## config.mk

```make
export PLATFORM = sky130hd
export DESIGN_NAME = vrr_vtiming_gen
export DESIGN_NICKNAME = d
export VERILOG_FILES = /design/src/rtl/vrt_pkg.sv /design/src/rtl/vrt_regfile.sv /design/src/rtl/vrt_window.sv /design/src/rtl/vrt_seq.sv /design/src/rtl/vrt_vdec.sv /design/src/rtl/vrr_vtiming_gen.sv
export SDC_FILE = /design/constraint.sdc
export NUM_CORES = 1
export LEC_CHECK = 0
export BUFFER_PORTS_ARGS = -buffer_cell sky130_fd_sc_hd__buf_2
export CAP_MARGIN = 5
export CORE_MARGIN = 2
export CORE_UTILIZATION = 35
export DETAILED_ROUTE_END_ITERATION = 12
export PLACE_DENSITY = 0.51
export SETUP_SLACK_MARGIN = 0.05
export SKIP_LAST_GASP = 1
export SYNTH_ARGS = -nofsm -noshare
export SYNTH_HDL_FRONTEND = slang
export SYNTH_SLANG_ARGS = --single-unit
export TNS_END_PERCENT = 30
```

## constraint.sdc

```tcl
create_clock -name clk -period 17 [get_ports clk]
set_input_delay 2.55 -clock clk [delete_from_list [all_inputs] [get_ports clk]]
set_output_delay 2.55 -clock clk [all_outputs]
set_load 0.05 [all_outputs]
```

## src/rtl/vrt_pkg.sv

```systemverilog
package vrt_pkg;

   typedef enum logic [2:0] {
      A_VMIN     = 3'd0,
      A_VMAX     = 3'd1,
      A_FLIP     = 3'd2,
      A_GUARD    = 3'd3,
      A_VS_START = 3'd4,
      A_VS_END   = 3'd5,
      A_CTRL     = 3'd6,
      A_PUSH     = 3'd7
   } vrt_addr_e;

   localparam int unsigned NUM_LINE_REGS = 6;

   localparam int unsigned CTL_EN_BIT    = 0;
   localparam int unsigned CTL_FLIP_BIT  = 1;
   localparam int unsigned CTL_LIVE_BIT  = 2;

   localparam int unsigned PUSH_EN_BIT   = 0;
   localparam int unsigned PUSH_SEND_BIT = 1;

endpackage

```

## src/rtl/vrt_regfile.sv

```systemverilog
module vrt_regfile
   import vrt_pkg::*;
#(
   parameter int unsigned      LINE_W       = 12,
   parameter logic [LINE_W-1:0] RST_VMIN     = LINE_W'(1079),
   parameter logic [LINE_W-1:0] RST_VMAX     = LINE_W'(1499),
   parameter logic [LINE_W-1:0] RST_FLIP     = LINE_W'(1124),
   parameter logic [LINE_W-1:0] RST_GUARD    = LINE_W'(40),
   parameter logic [LINE_W-1:0] RST_VS_START = LINE_W'(30),
   parameter logic [LINE_W-1:0] RST_VS_END   = LINE_W'(25),
   parameter bit                RST_FLIP_EN  = 1'b1
) (
   input  logic                                    clk,
   input  logic                                    rst_n,
   input  logic                                    wr_en,
   input  logic [2:0]                              wr_addr,
   input  logic [LINE_W-1:0]                       wr_data,
   input  logic [2:0]                              rd_addr,
   input  logic                                    latch,
   input  logic                                    consume,
   input  logic                                    live_in,
   output logic [LINE_W-1:0]                       rd_data,
   output logic [NUM_LINE_REGS-1:0][LINE_W-1:0]    act_line,
   output logic                                    act_en,
   output logic                                    act_flip_en,
   output logic                                    push_req
);

   localparam logic [NUM_LINE_REGS-1:0][LINE_W-1:0] RST_TBL =
      {RST_VS_END, RST_VS_START, RST_GUARD, RST_FLIP, RST_VMAX, RST_VMIN};

   logic [NUM_LINE_REGS-1:0][LINE_W-1:0] shadow_q;
   logic [NUM_LINE_REGS-1:0][LINE_W-1:0] active_q;
   logic ctl_en_sh, ctl_flip_sh;
   logic ctl_en_act, ctl_flip_act;
   logic push_en_q, push_send_q;

   // double-buffered line registers
   always_ff @(posedge clk or negedge rst_n) begin
      if (!rst_n) begin
         shadow_q <= RST_TBL;
         active_q <= RST_TBL;
      end else begin
         for (int i = 0; i < NUM_LINE_REGS; i++) begin
            if (wr_en && (wr_addr == 3'(i)))
               shadow_q[i] <= wr_data;
            if (latch)
               active_q[i] <= shadow_q[i];
         end
      end
   end

   // control word, double-buffered like the line registers
   always_ff @(posedge clk or negedge rst_n) begin
      if (!rst_n) begin
         ctl_en_sh    <= 1'b0;
         ctl_flip_sh  <= RST_FLIP_EN;
         ctl_en_act   <= 1'b0;
         ctl_flip_act <= RST_FLIP_EN;
      end else begin
         if (wr_en && (wr_addr == A_CTRL)) begin
            ctl_en_sh   <= wr_data[CTL_EN_BIT];
            ctl_flip_sh <= wr_data[CTL_FLIP_BIT];
         end
         if (latch) begin
            ctl_en_act   <= ctl_en_sh;
            ctl_flip_act <= ctl_flip_sh;
         end
      end
   end

   // push register acts immediately; send needs enable in the same write
   always_ff @(posedge clk or negedge rst_n) begin
      if (!rst_n) begin
         push_en_q   <= 1'b0;
         push_send_q <= 1'b0;
      end else if (wr_en && (wr_addr == A_PUSH)) begin
         push_en_q   <= wr_data[PUSH_EN_BIT];
         push_send_q <= wr_data[PUSH_EN_BIT] & wr_data[PUSH_SEND_BIT];
      end else if (consume) begin
         push_send_q <= 1'b0;
      end
   end

   always_comb begin
      rd_data = '0;
      case (rd_addr)
         A_VMIN     : rd_data = shadow_q[0];
         A_VMAX     : rd_data = shadow_q[1];
         A_FLIP     : rd_data = shadow_q[2];
         A_GUARD    : rd_data = shadow_q[3];
         A_VS_START : rd_data = shadow_q[4];
         A_VS_END   : rd_data = shadow_q[5];
         A_CTRL     : rd_data = {{(LINE_W-3){1'b0}}, live_in, ctl_flip_sh, ctl_en_sh};
         A_PUSH     : rd_data = {{(LINE_W-2){1'b0}}, push_send_q, push_en_q};
         default    : rd_data = '0;
      endcase
   end

   assign act_line    = active_q;
   assign act_en      = ctl_en_act;
   assign act_flip_en = ctl_flip_act;
   assign push_req    = push_send_q;

endmodule

```

## src/rtl/vrt_window.sv

```systemverilog
module vrt_window #(
   parameter int unsigned LINE_W = 12,
   localparam int unsigned EW    = LINE_W + 1
) (
   input  logic [LINE_W-1:0] vmin_m1,
   input  logic [LINE_W-1:0] vmax_m1,
   input  logic [LINE_W-1:0] flip_m1,
   input  logic [LINE_W-1:0] guard,
   input  logic              flip_en,
   output logic [EW-1:0]     d_early,
   output logic [EW-1:0]     d_late,
   output logic [EW-1:0]     gap
);

   logic [EW-1:0] min_tot, max_tot, late_raw;

   always_comb begin
      min_tot  = (flip_en ? EW'(flip_m1) : EW'(vmin_m1)) + EW'(1);
      max_tot  = EW'(vmax_m1) + EW'(1);
      gap      = (guard == '0) ? EW'(1) : EW'(guard);
      d_early  = (min_tot > gap) ? (min_tot - gap) : EW'(1);
      late_raw = (max_tot > gap) ? (max_tot - gap) : EW'(1);
      d_late   = (late_raw > d_early) ? late_raw : d_early;
   end

endmodule

```

## src/rtl/vrt_seq.sv

```systemverilog
module vrt_seq #(
   parameter int unsigned LINE_W = 12,
   localparam int unsigned EW    = LINE_W + 1
) (
   input  logic              clk,
   input  logic              rst_n,
   input  logic              line_tick,
   input  logic [EW-1:0]     d_early,
   input  logic [EW-1:0]     d_late,
   input  logic [EW-1:0]     gap,
   input  logic              push_req,
   input  logic              en_act,
   output logic [LINE_W-1:0] lc,
   output logic              decided,
   output logic [EW-1:0]     frame_last,
   output logic              frame_start,
   output logic              latch_strobe,
   output logic              live,
   output logic              take
);

   logic [EW-1:0] next_line;
   logic          wrap;
   logic          decide_now;

   always_comb begin
      next_line  = EW'(lc) + EW'(1);
      wrap       = decided && (EW'(lc) == frame_last);
      decide_now = (next_line >= d_late) ||
                   (live && push_req && (next_line >= d_early));
      take       = line_tick && !wrap && !decided && decide_now;
   end

   always_ff @(posedge clk or negedge rst_n) begin
      if (!rst_n) begin
         lc           <= '0;
         decided      <= 1'b0;
         frame_last   <= '0;
         frame_start  <= 1'b0;
         latch_strobe <= 1'b0;
         live         <= 1'b0;
      end else begin
         frame_start  <= 1'b0;
         latch_strobe <= 1'b0;
         if (line_tick) begin
            if (wrap) begin
               lc          <= '0;
               decided     <= 1'b0;
               frame_start <= 1'b1;
               live        <= en_act;
            end else begin
               lc <= lc + LINE_W'(1);
               if (take) begin
                  decided      <= 1'b1;
                  frame_last   <= next_line + gap - EW'(1);
                  latch_strobe <= 1'b1;
               end
            end
         end
      end
   end

endmodule

```

## src/rtl/vrt_vdec.sv

```systemverilog
module vrt_vdec #(
   parameter int unsigned LINE_W = 12,
   localparam int unsigned EW    = LINE_W + 1,
   localparam int unsigned SW    = LINE_W + 2
) (
   input  logic [LINE_W-1:0] lc,
   input  logic              decided,
   input  logic [EW-1:0]     frame_last,
   input  logic [EW-1:0]     d_early,
   input  logic [LINE_W-1:0] vs_start,
   input  logic [LINE_W-1:0] vs_end,
   output logic              vblank,
   output logic              vsync
);

   logic [SW-1:0] total, lc_plus_s, lc_plus_e;

   always_comb begin
      total     = SW'(frame_last) + SW'(1);
      lc_plus_s = SW'(lc) + SW'(vs_start);
      lc_plus_e = SW'(lc) + SW'(vs_end);
      vblank    = decided || (EW'(lc) >= d_early);
      vsync     = decided && (lc_plus_s >= total) && (lc_plus_e < total);
   end

endmodule

```

## src/rtl/vrr_vtiming_gen.sv

```systemverilog
module vrr_vtiming_gen
   import vrt_pkg::*;
#(
   parameter int unsigned      LINE_W       = 12,
   parameter logic [LINE_W-1:0] RST_VMIN     = LINE_W'(1079),
   parameter logic [LINE_W-1:0] RST_VMAX     = LINE_W'(1499),
   parameter logic [LINE_W-1:0] RST_FLIP     = LINE_W'(1124),
   parameter logic [LINE_W-1:0] RST_GUARD    = LINE_W'(40),
   parameter logic [LINE_W-1:0] RST_VS_START = LINE_W'(30),
   parameter logic [LINE_W-1:0] RST_VS_END   = LINE_W'(25),
   parameter bit                RST_FLIP_EN  = 1'b1
) (
   input  logic              clk,
   input  logic              rst_n,
   input  logic              line_tick,
   input  logic              wr_en,
   input  logic [2:0]        wr_addr,
   input  logic [LINE_W-1:0] wr_data,
   input  logic [2:0]        rd_addr,
   output logic [LINE_W-1:0] rd_data,
   output logic [LINE_W-1:0] line_count,
   output logic              vblank,
   output logic              vsync,
   output logic              frame_start,
   output logic              latch_strobe,
   output logic              vrr_live
);

   localparam int unsigned EW = LINE_W + 1;

   if (LINE_W < 4 || LINE_W > 16) begin : g_bad_width
      $error("vrr_vtiming_gen: LINE_W must lie in 4..16");
   end
   if (RST_GUARD > RST_VMAX) begin : g_bad_guard
      $error("vrr_vtiming_gen: reset guard exceeds reset maximum");
   end
   if (RST_VS_END > RST_VS_START) begin : g_bad_sync
      $error("vrr_vtiming_gen: reset sync end offset exceeds start offset");
   end

   logic [NUM_LINE_REGS-1:0][LINE_W-1:0] act_line;
   logic          act_en, act_flip_en, push_req;
   logic [EW-1:0] d_early, d_late, gap, frame_last;
   logic          decided, take, live;

   vrt_regfile #(
      .LINE_W(LINE_W), .RST_VMIN(RST_VMIN), .RST_VMAX(RST_VMAX),
      .RST_FLIP(RST_FLIP), .RST_GUARD(RST_GUARD),
      .RST_VS_START(RST_VS_START), .RST_VS_END(RST_VS_END),
      .RST_FLIP_EN(RST_FLIP_EN)
   ) u_regs (
      .clk(clk), .rst_n(rst_n),
      .wr_en(wr_en), .wr_addr(wr_addr), .wr_data(wr_data),
      .rd_addr(rd_addr),
      .latch(take), .consume(take & live), .live_in(live),
      .rd_data(rd_data), .act_line(act_line),
      .act_en(act_en), .act_flip_en(act_flip_en), .push_req(push_req)
   );

   vrt_window #(.LINE_W(LINE_W)) u_win (
      .vmin_m1(act_line[0]), .vmax_m1(act_line[1]),
      .flip_m1(act_line[2]), .guard(act_line[3]),
      .flip_en(act_flip_en),
      .d_early(d_early), .d_late(d_late), .gap(gap)
   );

   vrt_seq #(.LINE_W(LINE_W)) u_seq (
      .clk(clk), .rst_n(rst_n), .line_tick(line_tick),
      .d_early(d_early), .d_late(d_late), .gap(gap),
      .push_req(push_req), .en_act(act_en),
      .lc(line_count), .decided(decided), .frame_last(frame_last),
      .frame_start(frame_start), .latch_strobe(latch_strobe),
      .live(live), .take(take)
   );

   vrt_vdec #(.LINE_W(LINE_W)) u_dec (
      .lc(line_count), .decided(decided), .frame_last(frame_last),
      .d_early(d_early), .vs_start(act_line[4]), .vs_end(act_line[5]),
      .vblank(vblank), .vsync(vsync)
   );

   assign vrr_live = live;

endmodule

```

==> results.txt, run 1 <==
Worst Hold End -> u_regs.act_line[70]
Via count -> 10093
Die width -> 199.9 um
Most area-hungry cell type in the Yosys netlist -> dfrtp_1
Max Root-Sink Buffers -> 2
CP most frequent cell -> a21oi_1
Share of cells above drive strength 1 -> 21.55%
CTS sink cnt -> 179
Nets -> 1542
R2R depth -> 32
Synth Area per Inst -> 10.14 um2
DIE AREA -> 39950 um2
Post-Synth XOR/XNOR Area -> 6.783%
Total grt overflow -> 0
Leading cell types by count after synthesis -> ha_1, dfrtp_1, mux2_2, nand2_1, o21ai_0
Dominant cell by count in the synthesized netlist -> ha_1
CTS tree -> done
CTS H-Tree Depth -> 4
Synth Flop Type -> dfrtp_1
Kind of end point of the critical path -> flop
Number of synthesized register bits -> 179
Largest net degree at the start of global routing -> 107
Routed wire length -> 37930 um
Status -> complete, no violations
Relative slew margins -> 21.10%
Starting Density -> 35.57%
Clk slew on worst S/H paths -> 0.08 ns
Iter 0 DRT Violations -> 534
Hold Path Origin -> u_regs.act_line[70]
Hold path depth -> 1
Die height -> 199.9 um
Fmax -> 113.2 MHz
CTS Hold Bufs -> 0
GRT Overall Usage -> 19.66%
Synth Area in Simple Gates -> 11.95%
Initial antenna violation count -> 1
Fin. max-slew vios -> 0
Vias in the first global route -> 9870
Row cnt -> 71
Critical path peak fanout -> 72
Final setup fails -> 0
Max cap viols -> 0
Input/output buffers -> 50
Compound-Gate Fraction of Synth Area -> 12.57%
Launch point of the worst reg-to-reg path -> u_regs.act_flip_en
Setup repair bufs after CTS -> 0
RR Endpoint -> u_regs.act_line[21]
Sequential cell area fraction in the yosys report -> 33.88%
Final Critical Period -> 8.834 ns
Area share of fa/ha/maj cells after synthesis -> 14.67%
Worst Tran Pin Value -> 1.177 ns
CP max stage delay -> 0.86 ns
Setup CP Type -> flop to flop
Worst Skew -> 0.01967 ns
Post-synthesis cell type count -> 75
Post-synthesis mux area share -> 16.32%
Synth Cell Area -> 13430 um2
Top cell type's share of synthesized area -> 22.92%
Critical Path AT -> 9.16 ns
DR DRC count -> 0
Top Ports -> 51
Post-route ant nets -> 0
Resize count post-CTS -> 0
Setup TNS -> 0 ns
Hold Fails Final Rpt -> 0
Synth top area cells -> dfrtp_1, ha_1, dfstp_2, mux2_2, xnor2_1
R2R setup slack -> 8.17 ns
First-pass GRT wire length -> 58880 um
Share of flip-flops with an asynchronous set or reset -> 100.0%
CTS Root Buffer Type -> clkbuf_16
Drt pass-1 iters -> 5
Worst Hold Class -> flop to flop
TritonCTS buffer count -> 17
Core ar. -> 37760 um2
Vias per std cell -> 5.337
Total of warnings raised by yosys -> 0
Main combinational cell family by area after synthesis -> multiplexers
Clk Latency, worst-skew pair -> 0.45 ns
Hpwl dp -> 29570 um
Number of synthesized flops with an enable pin -> 0
Tcrit/Tclk final -> 51.96%
Slowest-stage cell, CP -> o211ai_4
RSZ-0062 raised after global routing -> no
Synthesized netlist cell count -> 1324
Startpoint type of the worst setup path -> flop
Syn_nets -> 1501
P&R area growth vs syn -> 10.58%
RD Place Congestion -> 0.8791
Worst path required time -> 17.33 ns
Routed wire per std cell -> 20.06 um
cells by family (layout without fill, tap and decap cells):
family,count (synthesis),count (layout)
mux,185,185
xor+xnor,104,104
flops,179,179
other cells,0,2
compound gates,268,268
fa+ha+maj,155,155
simple gates,317,317
buf+inv,116,170
sequential cells by signal (all words and copies together) (netlist names):
name	cells
u_regs.ctl_flip_sh	1
u_seq.decided	1
u_regs.push_req	1
u_seq.live	1
u_regs.shadow_q	72
u_seq.lc	12
u_seq.latch_strobe	1
u_seq.frame_start	1
u_regs.act_flip_en	1
u_regs.act_en	1
u_regs.ctl_en_sh	1
u_seq.frame_last	13
u_regs.act_line	72
u_regs.push_en_q	1
how the worst max path moves through the flow:
stage	startpoint	to	cells past startpoint
2_1_floorplan	u_regs.act_flip_en	vblank	23
4_1_cts	u_regs.act_flip_en	u_regs.act_line[21]	31
3_3_place_gp	u_regs.act_flip_en	u_regs.act_line[9]	31
5_1_grt	u_regs.act_flip_en	u_regs.act_line[47]	31
3_5_place_dp	u_regs.act_flip_en	u_regs.act_line[9]	31
6_report	u_regs.act_flip_en	u_regs.act_line[21]	32
critical path, delay by kind of cell, from the launching register on:
family	cells	cell delay, ns
flip-flops	1	0.85
AND/OR/NAND/NOR	10	1.78
adder cells (fa/ha/maj)	3	0.88
XOR/XNOR	1	0.15
multiplexers	1	0.41
AO/OA/AOI/OAI	14	3.44
buffers and inverters	3	1.13
layer usage:
layer	track usage, %	vias up	part of all wire [%]
met5	0	-	0
li1	-	4880	-
met3	2.470	23	4.2
met2	31.49	232	46
met1	28.60	4958	49
met4	3.731	0	0.80
cell type report:
type | instances | area, um2
fill | 3746 | 22900
timing repair buffer | 60 | 337.8
tap | 511 | 639.4
antenna | 2 | 5.005
clock inverter | 15 | 206.4
inverter | 78 | 292.8
clock buffer | 17 | 425.4
multi-input combinational | 1029 | 8394
sequential | 179 | 4549
per-stage QoR:
stage                     utilization [%]  cells  setup WS (ns)  hold WS [ns]  instance area [um2]
after detailed placement            37.62   1856          8.154        0.4907                14200
final                               39.33   1891          8.166        0.5013                14850
after floorplan                         -   1324          9.545        0.4538                13430
after global routing                39.32   1889          7.272        0.5226                14850
after global placement              37.62   1856          8.206        0.4796                14200
after CTS                           39.29   1888          8.101        0.5088                14830
layout by cell type, fill, tap and decap left out, types with 4 or more instances in the layout:
| cell | n |
|---|---|
| dfstp_2 | 56 |
| or2_2 | 5 |
| o21ai_0 | 83 |
| o21ai_1 | 6 |
| nand3_1 | 38 |
| and2_1 | 15 |
| or3_1 | 5 |
| o21bai_1 | 7 |
| dfrtp_1 | 123 |
| clkbuf_16 | 17 |
| inv_8 | 6 |
| xnor2_1 | 58 |
| nand2b_1 | 9 |
| xor2_1 | 46 |
| nor3_1 | 12 |
| mux4_2 | 12 |
| mux2_1 | 41 |
| and3_1 | 14 |
| mux2_2 | 111 |
| nor2b_1 | 10 |
| a31o_2 | 4 |
| mux2i_1 | 21 |
| nand4_1 | 22 |
| ha_1 | 151 |
| nor2_1 | 53 |
| fa_1 | 4 |
| a2111oi_0 | 4 |
| a21oi_1 | 69 |
| inv_1 | 78 |
| nand3b_1 | 6 |
| a211oi_1 | 9 |
| buf_2 | 49 |
| nand2_1 | 99 |
| nor4_1 | 6 |
| buf_4 | 9 |
| and4_1 | 4 |
| o21a_1 | 24 |
| o211ai_1 | 9 |
| a21o_1 | 18 |
Power of run 1 is left out: the tool's default activity adds up to more than one toggle a clock period on the data nets, which glitch-free logic cannot reach.
==> run 2, diff against run 1 <==
--- a/config.mk
+++ b/config.mk
@@ -5,12 +5,13 @@
 export SDC_FILE = /design/constraint.sdc
 export NUM_CORES = 1
 export LEC_CHECK = 0
+export ABC_AREA = 1
 export BUFFER_PORTS_ARGS = -buffer_cell sky130_fd_sc_hd__buf_2
 export CAP_MARGIN = 5
 export CORE_MARGIN = 2
 export CORE_UTILIZATION = 35
 export DETAILED_ROUTE_END_ITERATION = 12
-export PLACE_DENSITY = 0.51
+export PLACE_DENSITY = 0.53
 export SETUP_SLACK_MARGIN = 0.05
 export SKIP_LAST_GASP = 1
 export SYNTH_ARGS = -nofsm -noshare
==> constraint.sdc (replaced) <==
create_clock -name clk -period 8 [get_ports clk]
set_input_delay 1.2 -clock clk [delete_from_list [all_inputs] [get_ports clk]]
set_output_delay 1.2 -clock clk [all_outputs]
set_load 0.05 [all_outputs]
==> run 2 against run 1 <==
  * Synthesized cell count is 38% higher
  * Cell count rose by 26%
  * Non-clock buffer count shrank 3
  * Sequential share of layout area shrank 0.23 points
  * Critical path depth increased by 4
  * Flip-flop and latch count stayed put
  * Fmax is 28% higher
  * Die area increased by 0.87%
  * Worst hold slack lost 0.029 ns
==> results.txt, run 2 <==
Status -> complete, no violations
Met2 usage -> 31.05% (-0.44 points)
Post-Synth XOR/XNOR Area -> 5.236% (-1.5 points)
Clk slew on worst S/H paths -> 0.08 ns (about the same)
RD Place Congestion -> 0.9070 (+3.2%)
Most frequent cells in the layout -> nand2_1, inv_1, o21ai_0, ha_1, dfrtp_1
Post-synthesis cell type count -> 48 (-36%)
Setup CP Type -> flop to flop
Startpoint type of the worst setup path -> flop
Final Critical Period -> 6.887 ns (-1.947 ns)
Nets -> 2034 (+32%)
Input/output buffers -> 50 (unchanged)
CTS H-Tree Depth -> 4 (unchanged)
P&R area growth vs syn -> 10.44%
Post-route ant nets -> 0 (unchanged)
Drt pass-1 iters -> 5 (unchanged)
Synth Area per Inst -> 7.419 um2 (-27%)
Top Ports -> 51 (unchanged)
Hpwl dp -> 33120 um (+12%)
Synth Flop Type -> dfrtp_1
CTS sink cnt -> 179 (unchanged)
Syn_nets -> 2003 (+33%)
First-pass GRT wire length -> 65210 um (+11%)
Worst Hold Class -> flop to flop
Area share of fa/ha/maj cells after synthesis -> 14.54% (-0.13 points)
Share of flip-flops with an asynchronous set or reset -> 100.0% (unchanged)
CTS tree -> done
Routed wire per std cell -> 17.34 um (-14%)
CP most frequent cell -> nand2_1
Max cap viols -> 0 (unchanged)
GR Layer Usage met3 -> 2.614% (+0.14 points)
Hold Fails Final Rpt -> 0 (unchanged)
Synth Area in Simple Gates -> 24.72% (+13 points)
Via count -> 12079 (+20%)
Iter 0 DRT Violations -> 747 (+40%)
Synth top area cells -> dfrtp_1, nand2_1, ha_1, dfstp_2, inv_1
Commonest non-fill, non-tap cell in the layout -> nand2_1
Clk Latency, worst-skew pair -> 0.44 ns (about the same)
Final setup fails -> 0 (unchanged)
TritonCTS buffer count -> 17 (unchanged)
Worst Skew -> 0.01878 ns (-0.0008872 ns)
CTS Hold Bufs -> 0 (unchanged)
Critical path peak fanout -> 36 (-50%)
Resize count post-CTS -> 0 (unchanged)
Die width -> 200.7 um (+0.43%)
Worst Hold End -> u_regs.act_line[30]
Sequential cell area fraction in the yosys report -> 33.58% (-0.30 points)
Fin. max-slew vios -> 0 (unchanged)
Fmax -> 145.2 MHz (+28%)
Synth Cell Area -> 13550 um2 (+0.89%)
Row cnt -> 72 (+1.4%)
Hold Path Origin -> u_regs.act_line[30]
Max Root-Sink Buffers -> 2 (unchanged)
Starting Density -> 35.22% (-0.35 points)
Cell area after layout -> 14960 um2 (+0.75%)
CTS Root Buffer Type -> clkbuf_16
Fillers -> 4094 (+9.3%)
Tcrit/Tclk final -> 86.08% (+34 points)
Slowest-stage cell, CP -> dfstp_2
Critical Path AT -> 7.25 ns (-1.91 ns)
Worst Tran Pin Value -> 0.9646 ns (-0.2125 ns)
Synthesized netlist cell count -> 1826 (+38%)
Compound-Gate Fraction of Synth Area -> 13.59% (+1.0 points)
RSZ-0062 raised after global routing -> no
DR DRC count -> 0 (unchanged)
Vias in the first global route -> 11506 (+17%)
Relative slew margins -> 35.35% (+14 points)
Largest net degree at the start of global routing -> 104 (-2.8%)
Routed wire length -> 41430 um (+9.2%)
Dominant cell by count in the synthesized netlist -> nand2_1
Worst path required time -> 8.37 ns (-8.96 ns)
Routing usage on met1 -> 30.69% (+2.1 points)
Main combinational cell family by area after synthesis -> simple AND/OR/NAND/NOR gates
Hold path depth -> 2 (+1)
Top cell type's share of synthesized area -> 22.72% (-0.20 points)
R2R setup slack -> 1.11 ns (-7.05 ns)
CP max stage delay -> 0.78 ns (-0.08 ns)
RR Endpoint -> u_regs.act_line[54]
DIE AREA -> 40300 um2 (+0.87%)
Launch point of the worst reg-to-reg path -> u_regs.act_flip_en
Total of warnings raised by yosys -> 0 (unchanged)
Number of synthesized flops with an enable pin -> 0 (unchanged)
GRT Overall Usage -> 20.64% (+0.98 points)
Vias per std cell -> 5.056 (-5.3%)
Share of cells above drive strength 1 -> 9.519% (-12 points)
Leading cell types by count after synthesis -> nand2_1, inv_1, o21ai_0, ha_1, dfrtp_1
Post-placement cell area -> 14320 um2 (+0.85%)
Core ar. -> 38470 um2 (+1.9%)
Die height -> 200.7 um (+0.43%)
Layer with the highest usage -> met2
Initial antenna violation count -> 0 (-1)
Post-synthesis mux area share -> 0% (-16 points)
Most area-hungry cell type in the Yosys netlist -> dfrtp_1
Total grt overflow -> 0 (unchanged)
Number of synthesized register bits -> 179 (unchanged)
R2R depth -> 36 (+13%)
Kind of end point of the critical path -> flop
Setup repair bufs after CTS -> 0 (unchanged)
Setup TNS -> 0 ns (unchanged)
run 2: cell count changes after synthesis, sizes merged, moves of 21 or more:
cell	change
nand2	+435
o21ai	+90
o21a	-23
inv	+164
mux2i	-21
xnor2	-38
nor2	+68
nand3	+26
mux2	-152
run 2: worst max path at each step:
| stage | start | endpoint | cells past startpoint |
|---|---|---|---|
| after floorplan | u_regs.act_flip_en | u_regs.act_line[53] | 38 |
| after global placement | u_regs.act_flip_en | u_regs.act_line[49] | 35 |
| after detailed placement | u_regs.act_flip_en | u_regs.act_line[71] | 35 |
| after CTS | u_regs.act_flip_en | u_regs.act_line[54] | 35 |
| after global routing | u_regs.act_flip_en | u_regs.act_line[31] | 35 |
| final | u_regs.act_flip_en | u_regs.act_line[54] | 36 |
run 2: cell type report:
type / instances / area (um2) / share of cell area, %
multi-input cells: 1360 / 7884 / 52.69
well taps: 518 / 648.1 / 4.332
diodes: 1 / 2.502 / 0.01673
flip-flops and latches: 179 / 4549 / 30.41
clock inverters: 15 / 210.2 / 1.405
inverters: 242 / 908.4 / 6.071
repair buffers: 57 / 334.1 / 2.233
clock buffers: 17 / 425.4 / 2.843
run 2: per-stage QoR:
step	hold WS (ns)	std cells	setup slack [ns]	util, %
finish	0.4724	2389	1.113	38.90
global route	0.4886	2388	0.3510	38.89
CTS	0.4749	2388	1.134	38.89
detailed placement	0.4613	2356	1.174	37.24
global placement	0.4608	2356	1.303	37.24
floorplan	0.4473	1826	2.310	-
run 2: critical path: cells and delay by family, from the launching register on:
family / cells / cell delay [ns]
buffers and inverters: 4 / 0.88
AOI/OAI and AO/OA: 5 / 0.67
adders and majority gates: 3 / 1.08
DFF: 1 / 0.78
and+or+nand+nor: 23 / 3.18
xor gates and xnor gates: 1 / 0.17
run 2: logic make-up after synthesis:
logic type,Yosys count
buffers and inverters,287
AO/OA/AOI/OAI,329
flip-flops,179
XOR/XNOR,81
AND/OR/NAND/NOR,795
adder cells (fa/ha/maj),155
run 2: routing by layer:
metal / vias up / wire length [um]
met5: - / 0
met1: 5662 / 21030
li1: 6073 / -
met4: 0 / 936
met2: 296 / 17770
met3: 48 / 1695
Power of run 2 is left out for the same reason.
